==> src/rtl/icb_msg_init.sv <==
module icb_msg_init #(
  parameter int W       = 24,
  parameter int TIMEOUT = 64
) (
  input  logic         clk,
  input  logic         rst_n,
  input  logic         cpu_wr,
  input  logic [3:0]   cpu_wr_off,
  input  logic [W-1:0] cpu_wdata,
  input  logic         cpu_rd,
  input  logic [3:0]   cpu_rd_off,
  output logic [W-1:0] cpu_rdata,
  input  logic         cpu_send,
  output logic         busy,
  output logic         irq,
  output logic         bus_req,
  input  logic         bus_gnt,
  output logic         bus_drive,
  output logic [W-1:0] bus_out,
  output logic         bus_par,
  input  logic         bus_rvalid,
  input  logic [W-1:0] bus_rdata,
  input  logic         bus_rpar
);
  localparam int CNT_W = $clog2(TIMEOUT + 1);
  localparam int B_OVR = W - 1;
  localparam int B_PAR = W - 2;
  localparam int B_TMO = W - 3;
  localparam logic [3:0] OFF_HDR = 4'd2, OFF_ADR = 4'd4, OFF_DAT = 4'd6, OFF_STS = 4'd8;

  typedef enum logic [2:0] {S_IDLE, S_REQ, S_HDR, S_ADR, S_WAIT} st_t;

  st_t              st;
  logic [W-1:0]     hdr_q, adr_q, dat_q, sts_q;
  logic [CNT_W-1:0] cnt;
  logic             fresh;

  assign busy      = (st != S_IDLE);
  assign bus_req   = busy;
  assign bus_drive = (st == S_HDR) || (st == S_ADR);
  assign bus_out   = (st == S_HDR) ? hdr_q :
                     (st == S_ADR) ? {1'b1, adr_q[W-2:0]} : '0;
  assign bus_par   = ^bus_out;

  always_comb begin
    case (cpu_rd_off)
      OFF_HDR: cpu_rdata = hdr_q;
      OFF_ADR: cpu_rdata = adr_q;
      OFF_DAT: cpu_rdata = dat_q;
      OFF_STS: cpu_rdata = sts_q;
      default: cpu_rdata = '0;
    endcase
  end

  always_ff @(posedge clk) begin
    if (!rst_n) begin
      st    <= S_IDLE;
      hdr_q <= '0;
      adr_q <= '0;
      dat_q <= '0;
      sts_q <= '0;
      cnt   <= '0;
      fresh <= 1'b0;
      irq   <= 1'b0;
    end else begin
      irq <= 1'b0;
      if (cpu_rd && cpu_rd_off == OFF_DAT) fresh <= 1'b0;
      if (cpu_wr && st == S_IDLE) begin
        if (cpu_wr_off == OFF_HDR) hdr_q <= cpu_wdata;
        if (cpu_wr_off == OFF_ADR) adr_q <= cpu_wdata;
      end
      case (st)
        S_IDLE: if (cpu_send) st <= S_REQ;
        S_REQ:  if (bus_gnt) st <= S_HDR;
        S_HDR:  st <= S_ADR;
        S_ADR: begin
          st  <= S_WAIT;
          cnt <= '0;
        end
        S_WAIT: begin
          if (bus_rvalid) begin
            dat_q        <= bus_rdata;
            sts_q        <= '0;
            sts_q[B_OVR] <= fresh;
            sts_q[B_PAR] <= (^bus_rdata) != bus_rpar;
            fresh        <= 1'b1;
            irq          <= 1'b1;
            st           <= S_IDLE;
          end else if (cnt == CNT_W'(TIMEOUT - 1)) begin
            dat_q        <= '0;
            sts_q        <= '0;
            sts_q[B_TMO] <= 1'b1;
            irq          <= 1'b1;
            st           <= S_IDLE;
          end else begin
            cnt <= cnt + 1'b1;
          end
        end
        default: st <= S_IDLE;
      endcase
    end
  end
endmodule

==> config.mk <==
export PLATFORM = sky130hd
export DESIGN_NAME = icb_msg_init
export DESIGN_NICKNAME = d
export VERILOG_FILES = /design/src/rtl/icb_msg_init.sv
export SDC_FILE = /design/constraint.sdc
export NUM_CORES = 1
export LEC_CHECK = 0
export CAP_MARGIN = 20
export CORE_UTILIZATION = 30
export CTS_CLUSTER_DIAMETER = 150
export CTS_CLUSTER_SIZE = 20
export DETAILED_ROUTE_END_ITERATION = 16
export DONT_BUFFER_PORTS = 1
export SETUP_SLACK_MARGIN = 0.5
export SYNTH_ARGS = -nofsm -noshare
export SYNTH_HDL_FRONTEND = slang
export SYNTH_SLANG_ARGS = --single-unit
==> constraint.sdc <==
create_clock -name clk -period 1.9 [get_ports clk]
set_input_delay 0.19 -clock clk [delete_from_list [all_inputs] [get_ports clk]]
set_output_delay 0.19 -clock clk [all_outputs]
set_load 0.05 [all_outputs]
==> out/qor.txt <==
Initial Util: 0.311
YS warnings: 0
Yosys reg bits: 87
FP Rows: 43
Share of layout cells above drive strength 1: 0.540
Core area: 14100 um2
Hpwl dp: 10.2 mm
N_diodes: 0
CP arrival: 2.39 ns
Vias in the first global route: 4669
Synth-to-layout area growth: 79.1%
Worst reg2reg path endpoint: adr_q[17]
Design Area, Final: 7850 um2
Most common cell in the synthesized netlist: nand2_1
Synth area leader: dfxtp_1
Antenna-violating nets left: 0
Pre-Repair DR Iteration Count: 7
Setup slack after layout: -0.683 ns
Sequential share of power: 0.393
GP Congestion: 0.826
Die Y: 123 um
Clock slew at reported path FFs: 0.06 ns
Synthesized net count: 593
Iteration-0 DRC Markers: 376
CP max FO: 5
Initial antenna violation count: 0
Worst R2R Start: st[0]
CP required: 1.71 ns
GRT Util Overall: 0.215
Vias per cell: 5.53
Clk_lat worst skew: 0.34 ns
Worst VDD drop: 393 uV
Worst reg2reg path depth: 11
Normalized max-slew margin: 0.623
First-pass GRT wire length: 24.6 mm
Post-synth top cells: 103 x nand2_1, 87 x dfxtp_1, 57 x nor2_1, 53 x a21oi_1, 36 x xnor2_1
EDFF count, synth: 0
Worst Hold Class: primary input to flop
Part of the cycle the worst path needs: 1.36
WL per Instance: 21.3 um
Syn Area/Cell: 8.31 um2
Run status: finished with violations
Clk pwr share: 0.451
PwrDens: 605 nW/um2
TritonCTS clock tree: done
Measured slew at the worst slew-check pin: 0.565 ns
RSZ-0062 raised after global routing: true
Post-layout min period: 2.58 ns
DP Worst Slack: -0.423 ns
Synth cell types: 44
Post-Synthesis Cells: 528
F_max: 387 MHz
Hold Fails Final Rpt: 0
# IOs: 117
Synth top area cells: dfxtp_1 40%, nand2_1 8.8%, xnor2_1 7.2%
Timing endpoint of the critical path: bus_par
Max-cap violations: 0
Net Sw Power: 1.12 mW
Kind of end point of the critical path: primary output
P_int: 3.63 mW
DP Area: 5840 um2
Routed WL: 18.0 mm
Share of total power in combinational logic: 0.156
Async SR Flop Fraction: 0
Clock Path Buffers: 2
Critical path class: flop to primary output
FF-to-FF setup slack: -0.52 ns
CP Launch Type: flop
Predominant post-synthesis flop cell: dfxtp_1
Nets: 727
Via count: 4671
Die W: 123 um
Post-synthesis sequential area ratio: 0.397
H-tree levels: 3
Largest net degree at the start of global routing: 42
Final setup vio count: 56
Synth top area share: 0.397
Clk root buf: clkbuf_16
Final hold slack: 0.00147 ns
# port buffers: 0
TritonCTS Buffers: 9
Count of final max-slew check failures: 0
DRC Markers: 0
Final Skew: 0.00889 ns
Grt total ovfl: 0
Die area: 15100 um2
Failing checks: setup timing
Total leakage power: 2.75 nW
Crit path launch: st[0]
Mapped Area: 4390 um2
Switching Share: 0.236
Sink Count: 87
[cells by family (layout without fill, tap and decap cells)]
| logic type | Yosys count | after routing | synth area share |
|---|---|---|---|
| simple gates | 196 | 196 | 0.198 |
| compound gates | 114 | 114 | 0.176 |
| buf+inv | 60 | 197 | 0.0685 |
| mux | 22 | 22 | 0.0511 |
| fa+ha+maj | 1 | 1 | 0.00285 |
| flops | 87 | 87 | 0.397 |
| xor+xnor | 48 | 48 | 0.107 |
[sequential cells by signal, indices dropped and copies added (netlist names)]
| signal | cells |
|---|---|
| adr_q | 24 |
| cnt | 7 |
| dat_q | 24 |
| fresh | 1 |
| hdr_q | 24 |
| irq | 1 |
| st | 3 |
| sts_q | 3 |
[final cells by class]
type                       instances  area [um2]
tap                              180         225
clock buffer                      10         229
sequential                        87        1780
multi-input combinational        381        3240
clock inverter                     4         120
inverter                          23        90.1
timing repair buffer             160        2170
fill                            1139        6240
[placed cells by master (no fill, tap or decap), types with 2 or more instances in the layout]
master          n
nand2_1        84
dfxtp_1        56
buf_12         43
buf_4          38
nor2_1         35
buf_6          34
a21oi_2        32
xnor2_1        30
dfxtp_2        30
a22oi_2        29
dlygate4sd3_1  25
nor2_4         24
inv_2          22
a222oi_1       21
a21oi_1        20
mux2i_4        18
nand2_2        18
clkbuf_16      14
buf_8          12
xor2_1          8
xnor2_2         6
nand4_1         4
bufinv_16       4
nand2b_4        3
nand2b_1        3
nor3_4          3
o21ai_2         3
a22oi_1         3
nand3b_1        3
buf_16          3
nor2_2          2
nor2b_1         2
or3_4           2
mux2i_2         2
mux2i_1         2
nand3_2         2
and3b_2         2
xnor3_1         2
[critical path: stages (launching register included)]
cell	delay (ns)
dfxtp_4	0.42
buf_12	0.15
mux2i_4	0.25
nor2_4	0.06
xnor2_2	0.14
xnor2_1	0.14
xnor2_1	0.27
xnor3_2	0.63
[power groups by stage]
stage                     clock (mW)  combinational [mW]  sequential (mW)
after floorplan                    0               0.373             1.89
after global placement             0               0.470             1.90
after detailed placement           0               0.476             1.90
after CTS                       2.15               0.598             1.86
after global routing            2.24               0.776             1.87
final                           2.14               0.743             1.87
[stage by stage]
step           total power, mW  instances  setup TNS, ns   util
2_1_floorplan             2.27        528          -5.66      -
3_3_place_gp              2.37        774         -12.39  0.414
3_5_place_dp              2.38        774         -14.75  0.414
4_1_cts                   4.61        826         -16.51  0.488
5_1_grt                   4.88        845         -25.25  0.557
6_report                  4.75        845         -20.39  0.557
[repair_timing]
item,in CTS,in global routing
hold buffers,25,0
setup endpoints to repair,137,137
gates resized for setup,60,192
buffers inserted,9,13
pin swaps,33,46
hold endpoints to repair,45,0
cloned,4,6
[how the worst min path moves through the flow]
stage / to / start / depth (start not counted) / slack [ns]
2_1_floorplan: adr_q[23] / cpu_wdata[23] / 2 / 0.33
5_1_grt: dat_q[16] / bus_rdata[16] / 2 / 0.004
3_3_place_gp: hdr_q[6] / cpu_wdata[6] / 2 / 0.33
6_report: hdr_q[8] / cpu_wdata[8] / 2 / 0.001
3_5_place_dp: adr_q[18] / cpu_wdata[18] / 2 / 0.33
4_1_cts: dat_q[11] / bus_rdata[11] / 2 / 0.0007
[layer usage]
layer	wire length, um	global-route usage	up-vias
met1	6640	0.253	2269
met4	504	0.0907	0
met3	1850	0.0706	50
met2	9030	0.357	271
li1	-	-	2081
met5	0	0	-
No activity file was read; power rests on OpenSTA's default activity.
